File: config.mk
export PLATFORM = sky130hd
export DESIGN_NAME = bcd_add_adjust
export DESIGN_NICKNAME = d
export VERILOG_FILES = /design/src/rtl/bcd_pkg.sv /design/src/rtl/bcd_bin_adder.sv /design/src/rtl/bcd_digit_fix.sv /design/src/rtl/bcd_add_adjust.sv
export SDC_FILE = /design/constraint.sdc
export NUM_CORES = 1
export LEC_CHECK = 0
export ABC_AREA = 1
export BUFFER_PORTS_ARGS = -buffer_cell sky130_fd_sc_hd__buf_2
export CORE_MARGIN = 1.5
export CORE_UTILIZATION = 47
export CTS_CLUSTER_DIAMETER = 200
export DETAILED_ROUTE_END_ITERATION = 8
export PLACE_DENSITY_LB_ADDON = 0.1
export SYNTH_ARGS = -nofsm -noshare
export SYNTH_HDL_FRONTEND = slang
export SYNTH_HIERARCHICAL = 1
export SYNTH_SLANG_ARGS = --single-unit
File: constraint.sdc
create_clock -name clk -period 4.3 [get_ports clk]
set_clock_uncertainty 0.05 [all_clocks]
set_input_delay 0.86 -clock clk [delete_from_list [all_inputs] [get_ports clk]]
set_output_delay 0.86 -clock clk [all_outputs]
set_load 0.01 [all_outputs]
File: src/rtl/bcd_pkg.sv
package bcd_pkg;

  localparam logic [3:0] DIGIT_FIX = 4'd6;
  localparam logic [3:0] DIGIT_MAX = 4'd9;

  // True when a nibble is not a legal decimal digit
  function automatic logic nib_over9(input logic [3:0] nib);
    return nib > DIGIT_MAX;
  endfunction

  // Nibble plus incoming correction carry, five bits wide
  function automatic logic [4:0] nib_bump(input logic [3:0] nib, input logic cy);
    return {1'b0, nib} + {4'd0, cy};
  endfunction

  // Adds the six-correction when fix is set, five bits wide
  function automatic logic [4:0] nib_fix(input logic [3:0] nib, input logic fix);
    return {1'b0, nib} + (fix ? {1'b0, DIGIT_FIX} : 5'd0);
  endfunction

endpackage

File: src/rtl/bcd_bin_adder.sv
module bcd_bin_adder #(
  parameter int DIGITS = 2,
  localparam int W = 4 * DIGITS
) (
  input  logic [W-1:0]      a,
  input  logic [W-1:0]      b,
  input  logic              cin,
  output logic [W-1:0]      sum,
  output logic              carry,
  output logic [DIGITS-1:0] nib_cy
);
  logic [W:0] full;
  logic [W:0] carries;

  assign full    = {1'b0, a} + {1'b0, b} + {{W{1'b0}}, cin};
  assign carries = {1'b0, a} ^ {1'b0, b} ^ full;
  assign sum     = full[W-1:0];
  assign carry   = full[W];

  // Carry out of each nibble is the carry into the next nibble boundary
  for (genvar k = 0; k < DIGITS; k++) begin : g_nib
    assign nib_cy[k] = carries[4*k+4];
  end
endmodule

File: src/rtl/bcd_digit_fix.sv
module bcd_digit_fix
  import bcd_pkg::*;
(
  input  logic [3:0] nib_in,
  input  logic       raw_cy,
  input  logic       cy_in,
  output logic [3:0] nib_out,
  output logic       fix,
  output logic       cy_out
);
  logic [4:0] bumped;
  logic       wrapped;
  logic [4:0] fixed;

  // Correction carry from the digit below may wrap a nibble of 0xF
  assign bumped  = nib_bump(nib_in, cy_in);
  assign wrapped = bumped[4];
  assign fix     = raw_cy | wrapped | nib_over9(bumped[3:0]);
  assign fixed   = nib_fix(bumped[3:0], fix);
  assign nib_out = fixed[3:0];
  assign cy_out  = fixed[4] | wrapped;
endmodule

File: src/rtl/bcd_add_adjust.sv
module bcd_add_adjust #(
  parameter int DIGITS = 2,
  localparam int W = 4 * DIGITS
) (
  input  logic         clk,
  input  logic         rst,
  input  logic         in_valid,
  input  logic [W-1:0] a_i,
  input  logic [W-1:0] b_i,
  input  logic         carry_i,
  output logic [W-1:0] raw_sum_o,
  output logic         bin_carry_o,
  output logic         half_carry_o,
  output logic [W-1:0] bcd_sum_o,
  output logic         dec_carry_o,
  output logic         out_valid_o
);
  // Binary stage
  logic [W-1:0]      raw_sum;
  logic              bin_carry;
  logic [DIGITS-1:0] nib_cy;
  logic              half_carry;

  bcd_bin_adder #(.DIGITS(DIGITS)) u_add (
    .a(a_i), .b(b_i), .cin(carry_i),
    .sum(raw_sum), .carry(bin_carry), .nib_cy(nib_cy)
  );
  assign half_carry = nib_cy[0];

  // Decimal adjust chain, low digit first
  logic [DIGITS:0]   fix_cy;
  logic [DIGITS-1:0] fix;
  logic [W-1:0]      bcd_sum;
  logic              dec_carry;

  assign fix_cy[0] = 1'b0;
  for (genvar k = 0; k < DIGITS; k++) begin : g_dig
    bcd_digit_fix u_fix (
      .nib_in (raw_sum[4*k +: 4]),
      .raw_cy (nib_cy[k]),
      .cy_in  (fix_cy[k]),
      .nib_out(bcd_sum[4*k +: 4]),
      .fix    (fix[k]),
      .cy_out (fix_cy[k+1])
    );
  end
  assign dec_carry = bin_carry | fix[DIGITS-1] | fix_cy[DIGITS];

  // Output register
  always_ff @(posedge clk) begin
    if (rst) begin
      raw_sum_o    <= '0;
      bin_carry_o  <= 1'b0;
      half_carry_o <= 1'b0;
      bcd_sum_o    <= '0;
      dec_carry_o  <= 1'b0;
      out_valid_o  <= 1'b0;
    end else begin
      out_valid_o <= in_valid;
      if (in_valid) begin
        raw_sum_o    <= raw_sum;
        bin_carry_o  <= bin_carry;
        half_carry_o <= half_carry;
        bcd_sum_o    <= bcd_sum;
        dec_carry_o  <= dec_carry;
      end
    end
  end

  function automatic logic all_legal(input logic [W-1:0] v);
    logic ok;
    ok = 1'b1;
    for (int k = 0; k < DIGITS; k++) ok &= (v[4*k +: 4] <= 4'd9);
    return ok;
  endfunction

  AST_RAW_SUM: assert property (@(posedge clk) disable iff (rst)
    in_valid |=> ({bin_carry_o, raw_sum_o} ==
      ({1'b0, $past(a_i)} + {1'b0, $past(b_i)} + {{W{1'b0}}, $past(carry_i)})));
  AST_HALF_FIX: assert property (@(posedge clk) disable iff (rst)
    (in_valid && half_carry) |-> fix[0]);
  AST_DIGITS_LEGAL: assert property (@(posedge clk) disable iff (rst)
    out_valid_o |-> all_legal(bcd_sum_o));
  AST_BIN_CARRY_KEPT: assert property (@(posedge clk) disable iff (rst)
    (out_valid_o && bin_carry_o) |-> dec_carry_o);
  AST_VALID_NEXT: assert property (@(posedge clk) disable iff (rst)
    in_valid |=> out_valid_o);
  AST_IDLE_QUIET: assert property (@(posedge clk) disable iff (rst)
    !in_valid |=> !out_valid_o);
  AST_HOLD: assert property (@(posedge clk) disable iff (rst)
    !in_valid |=> ($stable(bcd_sum_o) && $stable(raw_sum_o) && $stable(dec_carry_o)));
  AST_RESET_CLEAR: assert property (@(posedge clk)
    rst |=> (!out_valid_o && bcd_sum_o == '0 && raw_sum_o == '0 && !dec_carry_o));
endmodule

Yosys cells after proc, flatten, opt, wreduce, memory -nomap -nowiden

Cells that the tools add are included.

Bits in registers: 20
Bits of input ports: 20
Output and inout port bits: 20
Logic and storage cells: 23

Add/subtract/negate cells: 5
Magnitude comparators: 2
Mux-type cells: 2
Bitwise logic cells: 8

Operator list:

| kind                                       | count |
|---|---|
| 4-bit by 5-bit adder with 5-bit output     | 2 |
| 8-bit by 8-bit adder with 9-bit output     | 1 |
| 9-bit by 1-bit adder with 9-bit output     | 1 |
| 9-bit bitwise XOR                          | 1 |
| 4-bit > comparator (second input constant) | 2 |
| 8-bit bitwise XOR                          | 1 |
| 3-bit 2-to-1 mux                           | 2 |
| 1-bit bitwise OR                           | 6 |
| 4-bit by 1-bit adder with 5-bit output     | 1 |

Depth between registers and ports, before layout

Gate-level depths: netlist (run 1).

Depth in word-level cells: 13
Depth in mapped cells: 30
Gate-level depth less buffers: 30

By module

The synthesis (run 1) kept the hierarchy.

By module, submodules not included:

| module         | times used | cells an instance | area an instance (sq um) | sequential area each (sq um) |
|---|---|---|---|---|
| bcd_add_adjust | 1          | 90                | 704.4                    | 400.4 |
| bcd_digit_fix  | 2          | 33                | 202.7                    | 0.0 |
| bcd_bin_adder  | 1          | 62                | 380.4                    | 0.0 |

Least setup slack after synthesis (run 1)

OpenSTA, ideal clock, no wires.

Path kind: input -> register
Start point: input port a_i[0]
End point: register bcd_sum_o[7]
Setup time: 0.064 ns
Arrival time: 4.511 ns
Required time: 4.186 ns
Path slack: -0.324 ns
Stages on the path: 27
Path buffers: 0
Cell sequence: fa_1 -> fa_1 -> xor2_1 -> inv_1 -> nand2_1 -> nand2_2 -> nand2_2 -> nand2_1 -> nand2_1 -> ha_1 -> a21o_1 -> nand2_1 -> nand2_1 -> ha_1 -> ha_1 -> nand2_1 -> nand2_2 -> nand2_2 -> nand2_1 -> nand2_1 -> ha_1 -> inv_1 -> fa_1 -> nand3b_1 -> nand2_1 -> nor2_1 -> nor2_1

Longest elaborated chain between the ends: 11
Elaborated cells on any way between the ends: 13
Classes of those cells: 5 x add/sub; 2 x order compare; 2 x mux; 4 x bitwise

Ends and longest elaborated chain:

| what                                                          | line                              | source |
|---|---|---|
| start, declared                                               | bcd_add_adjust.sv:8               | `input logic [W-1:0] a_i,` |
| 8-bit by 8-bit adder with 9-bit output *                      | bcd_bin_adder.sv:15               | `assign full = {1'b0, a} + {1'b0, b} + {{W{1'b0}}, cin};` |
| 9-bit by 1-bit adder with 9-bit output *                      | bcd_bin_adder.sv:15               |  |
| named net raw_sum[2]                                          | bcd_add_adjust.sv:19              | `logic [W-1:0] raw_sum;` |
| 4-bit > comparator *                                          | bcd_pkg.sv:8                      | `return nib > DIGIT_MAX;` |
| 1-bit bitwise OR *                                            | bcd_digit_fix.sv:18               | `assign fix = raw_cy \| wrapped \| nib_over9(bumped[3:0]);` |
| named net fix[0]                                              | bcd_add_adjust.sv:32              | `logic [DIGITS-1:0] fix;` |
| 3-bit 2-to-1 mux *                                            | bcd_pkg.sv:18                     | `return {1'b0, nib} + (fix ? {1'b0, DIGIT_FIX} : 5'd0);` |
| 4-bit by 5-bit adder with 5-bit output *                      | bcd_pkg.sv:18                     |  |
| named net fix_cy[1]                                           | bcd_add_adjust.sv:31              | `logic [DIGITS:0] fix_cy;` |
| 4-bit by 1-bit adder with 5-bit output *                      | bcd_pkg.sv:13                     | `return {1'b0, nib} + {4'd0, cy};` |
| 4-bit > comparator / 1-bit bitwise OR (equally long branches) | bcd_pkg.sv:8, bcd_digit_fix.sv:18 |  |
| 1-bit bitwise OR *                                            | bcd_digit_fix.sv:18               |  |
| named net fix[1]                                              | bcd_add_adjust.sv:32              |  |
| 3-bit 2-to-1 mux *                                            | bcd_pkg.sv:18                     |  |
| 4-bit by 5-bit adder with 5-bit output *                      | bcd_pkg.sv:18                     |  |
| named net bcd_sum[7]                                          | bcd_add_adjust.sv:33              | `logic [W-1:0] bcd_sum;` |
| end signal, assigned                                          | bcd_add_adjust.sv:64              | `bcd_sum_o <= bcd_sum;` |
| end, declared                                                 | bcd_add_adjust.sv:14              | `output logic [W-1:0] bcd_sum_o,` |

The timed path passes the listed nets; every way through them passes the cells marked *.
A chain may end at the register's enable or synchronous reset.

Worst setup path in the final report (run 1)

Start point: input port carry_i
End point: register bcd_sum_o[6]

Longest elaborated chain between the ends: 10
Elaborated cells on any way between the ends: 12
Classes of those cells: 4 x add/sub; 2 x order compare; 2 x mux; 4 x bitwise

Ends and longest elaborated chain:

| what                                                          | line                              | source |
|---|---|---|
| start, declared                                               | bcd_add_adjust.sv:10              | `input logic carry_i,` |
| 9-bit by 1-bit adder with 9-bit output *                      | bcd_bin_adder.sv:15               |  |
| named net raw_sum[1]                                          | bcd_add_adjust.sv:19              |  |
| 4-bit > comparator *                                          | bcd_pkg.sv:8                      |  |
| 1-bit bitwise OR *                                            | bcd_digit_fix.sv:18               |  |
| named net fix[0]                                              | bcd_add_adjust.sv:32              |  |
| 3-bit 2-to-1 mux *                                            | bcd_pkg.sv:18                     |  |
| 4-bit by 5-bit adder with 5-bit output *                      | bcd_pkg.sv:18                     |  |
| named net fix_cy[1]                                           | bcd_add_adjust.sv:31              |  |
| 4-bit by 1-bit adder with 5-bit output *                      | bcd_pkg.sv:13                     |  |
| 4-bit > comparator / 1-bit bitwise OR (equally long branches) | bcd_pkg.sv:8, bcd_digit_fix.sv:18 |  |
| 1-bit bitwise OR *                                            | bcd_digit_fix.sv:18               |  |
| named net fix[1]                                              | bcd_add_adjust.sv:32              |  |
| 3-bit 2-to-1 mux *                                            | bcd_pkg.sv:18                     |  |
| 4-bit by 5-bit adder with 5-bit output *                      | bcd_pkg.sv:18                     |  |
| named net bcd_sum[6]                                          | bcd_add_adjust.sv:33              |  |

Marks and branches as above.

==> results of run 1 <==
==> what timing repair did <==
action,4_1_cts,5_1_grt
setup endpoints to repair,3,3
gates cloned,0,0
hold endpoints to repair,0,0
pin swaps,6,24
hold buffers,0,0
resized for setup,4,17
setup buffers,1,2
==> state kept, by name, indices dropped and copies added (netlist names) <==
signal        flops
out_valid_o       1
half_carry_o      1
bcd_sum_o         8
bin_carry_o       1
raw_sum_o         8
dec_carry_o       1
==> routing by layer <==
| layer | global-route usage, % | part of all wire, % | up-vias |
|---|---|---|---|
| li1 | - | - | 800 |
| met1 | 24.0 | 45 | 673 |
| met2 | 33.8 | 52 | 31 |
| met3 | 3.93 | 3.1 | 2 |
| met4 | 1.95 | 0.50 | 0 |
| met5 | 0 | 0 | - |
==> layout by cell type (no fill, tap or decap), drive strengths merged <==
master  netlist  final
or2           1      1
clkbuf        0      3
bufinv        0      1
nand4         2      2
dfxtp        20     20
buf           5     64
o21ai        18     18
conb          1      1
nand3         8      8
nor2         42     42
a21oi         5      5
xor2          3      3
fa            4      4
ha           15     15
inv          33     33
and2          1      1
a21o          2      2
nand3b        4      4
nand2        54     54
==> cell type report <==
type,instances,area (sq um)
multi-input combinational,160,1050
fill,277,951
sequential,20,400
timing repair buffer,64,395
inverter,33,124
tap,44,55.1
clock inverter,1,30.0
clock buffer,3,22.5
==> worst reg2reg max path: cells and delay by family (launching register included) <==
kind	cells	cell delay (ns)
AOI/OAI and AO/OA	1	0.19
DFF	1	0.35
and+or+nand+nor	1	0.07
==> where the power goes <==
group / internal [mW] / switching (mW) / leakage [nW]
logic: 0.213 / 0.228 / 0.936
registers: 0.209 / 0.0105 / 0.166
clock network: 0.0942 / 0.0568 / 0.0279
==> metrics by stage <==
step           total power [mW]  setup TNS (ns)
2_1_floorplan             0.476          -0.471
3_3_place_gp              0.600          -0.922
3_5_place_dp              0.601           -1.06
4_1_cts                   0.774         -0.0413
5_1_grt                   0.884          -0.407
6_report                  0.812               0
==> cell families after synthesis <==
group,after synthesis,synth area share (%)
compound gates,25,9.24
xor+xnor,3,1.76
fa+ha+maj,19,18.0
buf+inv,38,11.1
flops,20,26.9
other cells,1,0.252
simple gates,112,32.8
==> final timing paths <==
check,start,endpoint,slack (ns)
min reg2reg,bin_carry_o$_SDFFE_PP0P_,bin_carry_o$_SDFFE_PP0P_,0.43
min,bin_carry_o$_SDFFE_PP0P_,bin_carry_o$_SDFFE_PP0P_,0.43
max,carry_i,bcd_sum_o[6]$_SDFFE_PP0P_,0.04
max reg2reg,bcd_sum_o[6]$_SDFFE_PP0P_,bcd_sum_o[6]$_SDFFE_PP0P_,3.54
==> impl_results.md, run 1 <==
* Slew Viols, Final at 0
* Area leader, netlist: dfxtp_1
* CP required at 4.45 ns
* Router iterations before antenna repair at 5
* Maximum clock path buffer count at 2
* Post-synth EDFFs at 0
* Final setup fails at 0
* HP Class: flop to flop
* Total wire length at 3390 um
* Max FO, Critical Path at 3
* Congestion Overflow GR at 0
* Area contributors post-synth: dfxtp_1, ha_1, nand2_1
* CTS tree: built
* Initial antenna violation count at 0
* Row count at 20
* Yosys top cell area share at 26.9%
* H-tree levels at 1
* Die area at 0.00352 sq mm
* Routed Antenna Nets at 0
* Total CTS buffers at 3
* # diodes at 0
* Final Cell Area at 0.00208 sq mm
* Clock root cell: clkbuf_4
* Slowest cell on the critical path: fa_2
* Max cap viols at 0
* Crit path largest cell delay at 0.52 ns
* CP Buf/Inv Count at 4
* Non-filler cells, final at 325
* Share of post-route cells with drive strength above 1 at 38.8%
* Seq/Total Area, Yosys at 26.9%
* Clock latency on the worst-skew pair at 0.29 ns
* Leak at 1.13 nW
* Crit end category: flop
* Setup crit start kind: input port
* Routability-driven placement congestion ratio at 0.940
* DRC viols at 0
* Chip Height at 59.3 um
* DPL Wire Length at 2330 um
* Yosys warnings at 6
* Avg Cell Area, Syn at 6.84 sq um
* Top post-synthesis cells by count: nand2_1, nor2_1, inv_1
* CP Depth at 25
* Hold Fails Final Rpt at 0
* Period utilization at 99.1%
* Final period demand of the worst path at 4.26 ns
* Final worst slack at 0.0377 ns
* Post-synthesis register bit count at 20
* TritonCTS Sinks at 20
* Post-Syn Instances at 218
* Final core utilization at 68.6%
* Async SR Flop Fraction at 0%
* Place WS at -0.377 ns
* Synthesized area at 0.00149 sq mm
* Unrepaired setup endpoints after global routing: yes
* Placed cell areas at 0.00190 sq mm
* Peak VDD IR at 0.000290 V
* IO Pins at 40
* F_max at 235 MHz
* Most used DFF post-synth: dfxtp_1
* Die X at 59.3 um
* Most common cell in the netlist: nand2_1
* Count of input and output buffers at 39
* Power Density at 391 mW/mm^2
* Syn_nets at 257
* R2R cell count at 2
* Clock Pin Slew Worst Setup and Hold Paths at 0.11 ns
* Delay-heaviest family, CP: adder cells
* First-pass GRT wire length at 5180 um
* Via Count at 1,506
* Gr usage total at 18.9%
* Synth cell types at 24
* Crit Path Class: input port to flop
* CP Data Arrival Time at 4.41 ns
* Largest net degree at the start of global routing at 22
* Synth-to-layout area growth at 39.4%
* Placeable core region at 0.00303 sq mm
* Worst hold slack at 0.433 ns
* Nets at 321
* Vias in the first global route at 1,266
* Via density at 4.63
* Inst Count DP at 318
* WHS Path Cells at 2
* Run status: completed
* Initial Utilization at 49.2%
* Wire per inst at 10.4 um
* CP dominant cell by count: nand2_2
* Initial DRC count at 47
Power figures use the tool's default switching activity.
==> inputs of run 2 (changes only) <==
--- a/config.mk
+++ b/config.mk
@@ -5,7 +5,6 @@
 export SDC_FILE = /design/constraint.sdc
 export NUM_CORES = 1
 export LEC_CHECK = 0
-export ABC_AREA = 1
 export BUFFER_PORTS_ARGS = -buffer_cell sky130_fd_sc_hd__buf_2
 export CORE_MARGIN = 1.5
 export CORE_UTILIZATION = 47
==> run 2 against run 1 <==
- the flow now finishes with violations (negative setup slack)
- wire length grew 4.2%
- first-iteration DRC count increased by 36%
- worst setup slack worse by 0.48 ns
- via count fell by 5.8%
- global-route usage rose by 4.0 points
- non-clock buffer count is 12 higher
- critical path depth shrank 3
- design area is 0.84% higher
- clock power is 43% lower
- count of clock-buffer cells in the layout did not move
- cell count fell by 18%
==> impl_results.md, run 2 <==
* Run status: finished with violations (was completed)
* Failing checks: negative setup slack
* Delay-heaviest family, CP: adder cells (unchanged)
* Final Cell Area at 0.00209 sq mm (was 0.00208 sq mm)
* Synthesized area at 0.00146 sq mm (was 0.00149 sq mm)
* Peak VDD IR at 0.000210 V (was 0.000290 V)
* H-tree levels at 1 (unchanged)
* Total CTS buffers at 3 (unchanged)
* GR Util met2 at 41.7% (was 33.8%)
* Post-synth EDFFs at 0 (unchanged)
* Worst r2r dst: dec_carry_o$_SDFFE_PP0P_ (was bcd_sum_o[6]$_SDFFE_PP0P_)
* Via density at 5.29 (was 4.63)
* DPL Wire Length at 2630 um (was 2330 um)
* HP Class: flop to flop (unchanged)
* Die area at 0.00344 sq mm (was 0.00352 sq mm)
* # diodes at 0 (unchanged)
* Gr usage total at 22.9% (was 18.9%)
* Number of buffers inserted by hold repair at cts at 0 (unchanged)
* Sum Neg Setup Slack at -1.16 ns (was 0 ns)
* Max cap viols at 0 (unchanged)
* Period utilization at 110% (was 99.1%)
* Vias in the first global route at 1,410 (was 1,266)
* Wire per inst at 13.2 um (was 10.4 um)
* Leak at 1.04 nW (was 1.13 nW)
* CP Data Arrival Time at 4.87 ns (was 4.41 ns)
* Maximum clock path buffer count at 2 (unchanged)
* IO Pins at 40 (unchanged)
* Crit end category: flop (unchanged)
* Synth-to-layout area growth at 43.8% (was 39.4%)
* Initial antenna violation count at 0 (unchanged)
* Post-synthesis register bit count at 20 (unchanged)
* Unrepaired setup endpoints after global routing: yes (unchanged)
* Count of input and output buffers at 39 (unchanged)
* Area leader, netlist: dfxtp_1 (unchanged)
* Die X at 58.7 um (was 59.3 um)
* Met3 usage at 2.86% (was 3.93%)
* Most common cell in the netlist: nor2_1 (was nand2_1)
* Routability-driven placement congestion ratio at 0.806 (was 0.940)
* Most frequent cells in the layout: buf_2, buf_4, nor2_1 (was nor2_1, nand2_1, buf_2)
* Avg Cell Area, Syn at 8.99 sq um (was 6.84 sq um)
* Setup crit start kind: input port (unchanged)
* Initial DRC count at 64 (was 47)
* CP required at 4.43 ns (was 4.45 ns)
* Clock root cell: clkbuf_4 (unchanged)
* Yosys warnings at 6 (unchanged)
* DRC viols at 0 (unchanged)
* Via Count at 1,419 (was 1,506)
* Final setup fails at 3 (was 0)
* Crit path largest cell delay at 0.40 ns (was 0.52 ns)
* Row count at 20 (unchanged)
* Most used DFF post-synth: dfxtp_1 (unchanged)
* Slew @ Worst Pin at 0.665 ns
* Slowest cell on the critical path: fa_2 (unchanged)
* Synth cell types at 36 (was 24)
* Clock latency on the worst-skew pair at 0.29 ns (about the same)
* Start point of the worst min-delay path: half_carry_o$_SDFFE_PP0P_ (was bin_carry_o$_SDFFE_PP0P_)
* GR peak layer: met2 (unchanged)
* Syn_nets at 201 (was 257)
* Routed Antenna Nets at 0 (unchanged)
* Yosys top cell area share at 27.5% (was 26.9%)
* Largest regs: bcd_sum_o: 8 flops, raw_sum_o: 8 flops (unchanged)
* Placed cell areas at 0.00189 sq mm (was 0.00190 sq mm)
* Max FO, Critical Path at 3 (unchanged)
* First-pass GRT wire length at 6020 um (was 5180 um)
* WHS Path Cells at 2 (unchanged)
* GR Util met1 at 27.1% (was 24.0%)
* CP Buf/Inv Count at 3 (was 4)
* Router iterations before antenna repair at 4 (was 5)
* Nets at 276 (was 321)
* Slew headroom at 55.2%
* Worst Hold Endpoint: half_carry_o$_SDFFE_PP0P_ (was bin_carry_o$_SDFFE_PP0P_)
* Hold Fails Final Rpt at 0 (unchanged)
* Initial Utilization at 48.5% (was 49.2%)
* TritonCTS Sinks at 20 (unchanged)
* Chip Height at 58.7 um (was 59.3 um)
* Largest net degree at the start of global routing at 22 (unchanged)
* Clock Pin Slew Worst Setup and Hold Paths at 0.11 ns (about the same)
* CTS tree: built (unchanged)
* Final worst slack at -0.439 ns (was 0.0377 ns)
* Area contributors post-synth: dfxtp_1, ha_1, mux2i_1 (was dfxtp_1, ha_1, nand2_1)
* Share of post-route cells with drive strength above 1 at 45.5% (was 38.8%)
* Total wire length at 3530 um (was 3390 um)
* Fill count at 239 (was 277)
* Seq. cell area at 400 sq um (unchanged)
* Congestion Overflow GR at 0 (unchanged)
* Most common cell after layout, fill and taps aside: buf_2 (was nor2_1)
* Placeable core region at 0.00300 sq mm (was 0.00303 sq mm)
* Slew Viols, Final at 0 (unchanged)
* Crit Path Class: input port to flop (unchanged)
* Seq/Total Area, Yosys at 27.5% (was 26.9%)
* Async SR Flop Fraction at 0% (unchanged)
* Worst R2R Setup Slack at 3.57 ns (was 3.54 ns)
* Top post-synthesis cells by count: nor2_1, dfxtp_1, mux2i_1 (was nand2_1, nor2_1, inv_1)
* R2r startpoint: dec_carry_o$_SDFFE_PP0P_ (was bcd_sum_o[6]$_SDFFE_PP0P_)
* Post-Syn Instances at 162 (was 218)
* R2R cell count at 2 (unchanged)
* Final period demand of the worst path at 4.74 ns (was 4.26 ns)
* Power Density at 429 mW/mm^2 (was 391 mW/mm^2)
* Area of the multi-input gates at 0.00111 sq mm (was 0.00105 sq mm)
* Crit path cell chain: buf_6, fa_2, fa_2, a21o_1, a21o_1, nor2_2, a22oi_2, ha_1, a21oi_2, o2bb2ai_2, ha_2, ha_4, inv_2, a21o_1, a22oi_2, ha_2, inv_2, fa_2, xnor2_2, xnor2_1, mux2i_1, nor2_1
* F_max at 211 MHz (was 235 MHz)
## run 2: changes by cell type after synthesis, sizes merged, moves of 4 or more
cell,previous run,this run
o21ai,18,1
nor2,42,25
xnor2,0,5
mux2i,0,18
nand3b,4,0
inv,33,9
nand2,54,15
## run 2: worst max-delay path by stage
stage / start / to / slack, ns / depth (start not counted)
final: a_i[0] / bcd_sum_o[7]$_SDFFE_PP0P_ / -0.44 / 22
after global routing: a_i[0] / bcd_sum_o[7]$_SDFFE_PP0P_ / -0.56 / 22
after CTS: a_i[0] / bcd_sum_o[7]$_SDFFE_PP0P_ / -0.35 / 22
after detailed placement: a_i[0] / bcd_sum_o[7]$_SDFFE_PP0P_ / -0.85 / 22
after global placement: a_i[0] / bcd_sum_o[7]$_SDFFE_PP0P_ / -0.72 / 22
after floorplan: a_i[0] / bcd_sum_o[7]$_SDFFE_PP0P_ / -0.52 / 21
## run 2: cell type report
type	instances	share of cell area [%]
Tap cell	33	1.97
Timing Repair Buffer	76	23.1
Inverter	9	1.61
Clock buffer	3	1.08
Multi-Input combinational cell	127	53.2
Sequential cell	20	19.1
## run 2: layer usage
layer	part of all wire (%)	wire [um]
met5	0	0
met4	1.2	42
met3	4.2	148
met2	51	1810
met1	43	1530
## run 2: tightest hold or removal path: stages (launching register included)
cell     delay, ns
dfxtp_1       0.34
mux2i_1       0.06
nor2_1        0.07
## run 2: report_power, final
part           internal (mW)  switching (mW)
clock                 0.0326          0.0539
sequential             0.219          0.0159
combinational          0.300           0.276
total                  0.552           0.346
## run 2: metrics by stage
step	hold slack [ns]	power, mW	std cells	worst slack, ns	util, %
final	0.450	0.898	268	-0.439	69.8
after global routing	0.480	0.972	268	-0.560	69.8
after CTS	0.454	0.864	262	-0.353	68.0
after detailed placement	0.426	0.706	253	-0.851	63.0
after global placement	0.416	0.683	253	-0.716	63.0
after floorplan	0.481	0.545	162	-0.518	-
## run 2: what timing repair did
| item | in CTS | in global routing |
|---|---|---|
| buffers inserted | 6 | 6 |
| resized for setup | 13 | 2 |
| setup endpoints to repair | 3 | 4 |
| cloned | 0 | 0 |
| pin swaps | 12 | 4 |
## run 2: cell families after synthesis
| family | count (synthesis) | share of synthesized area, % |
|---|---|---|
| AO/OA/AOI/OAI | 26 | 13.3 |
| XOR/XNOR | 10 | 6.01 |
| adder cells (fa/ha/maj) | 19 | 18.4 |
| buffers and inverters | 15 | 5.76 |
| flip-flops | 20 | 27.5 |
| multiplexers | 18 | 12.4 |
| other | 1 | 0.257 |
| AND/OR/NAND/NOR | 53 | 16.4 |
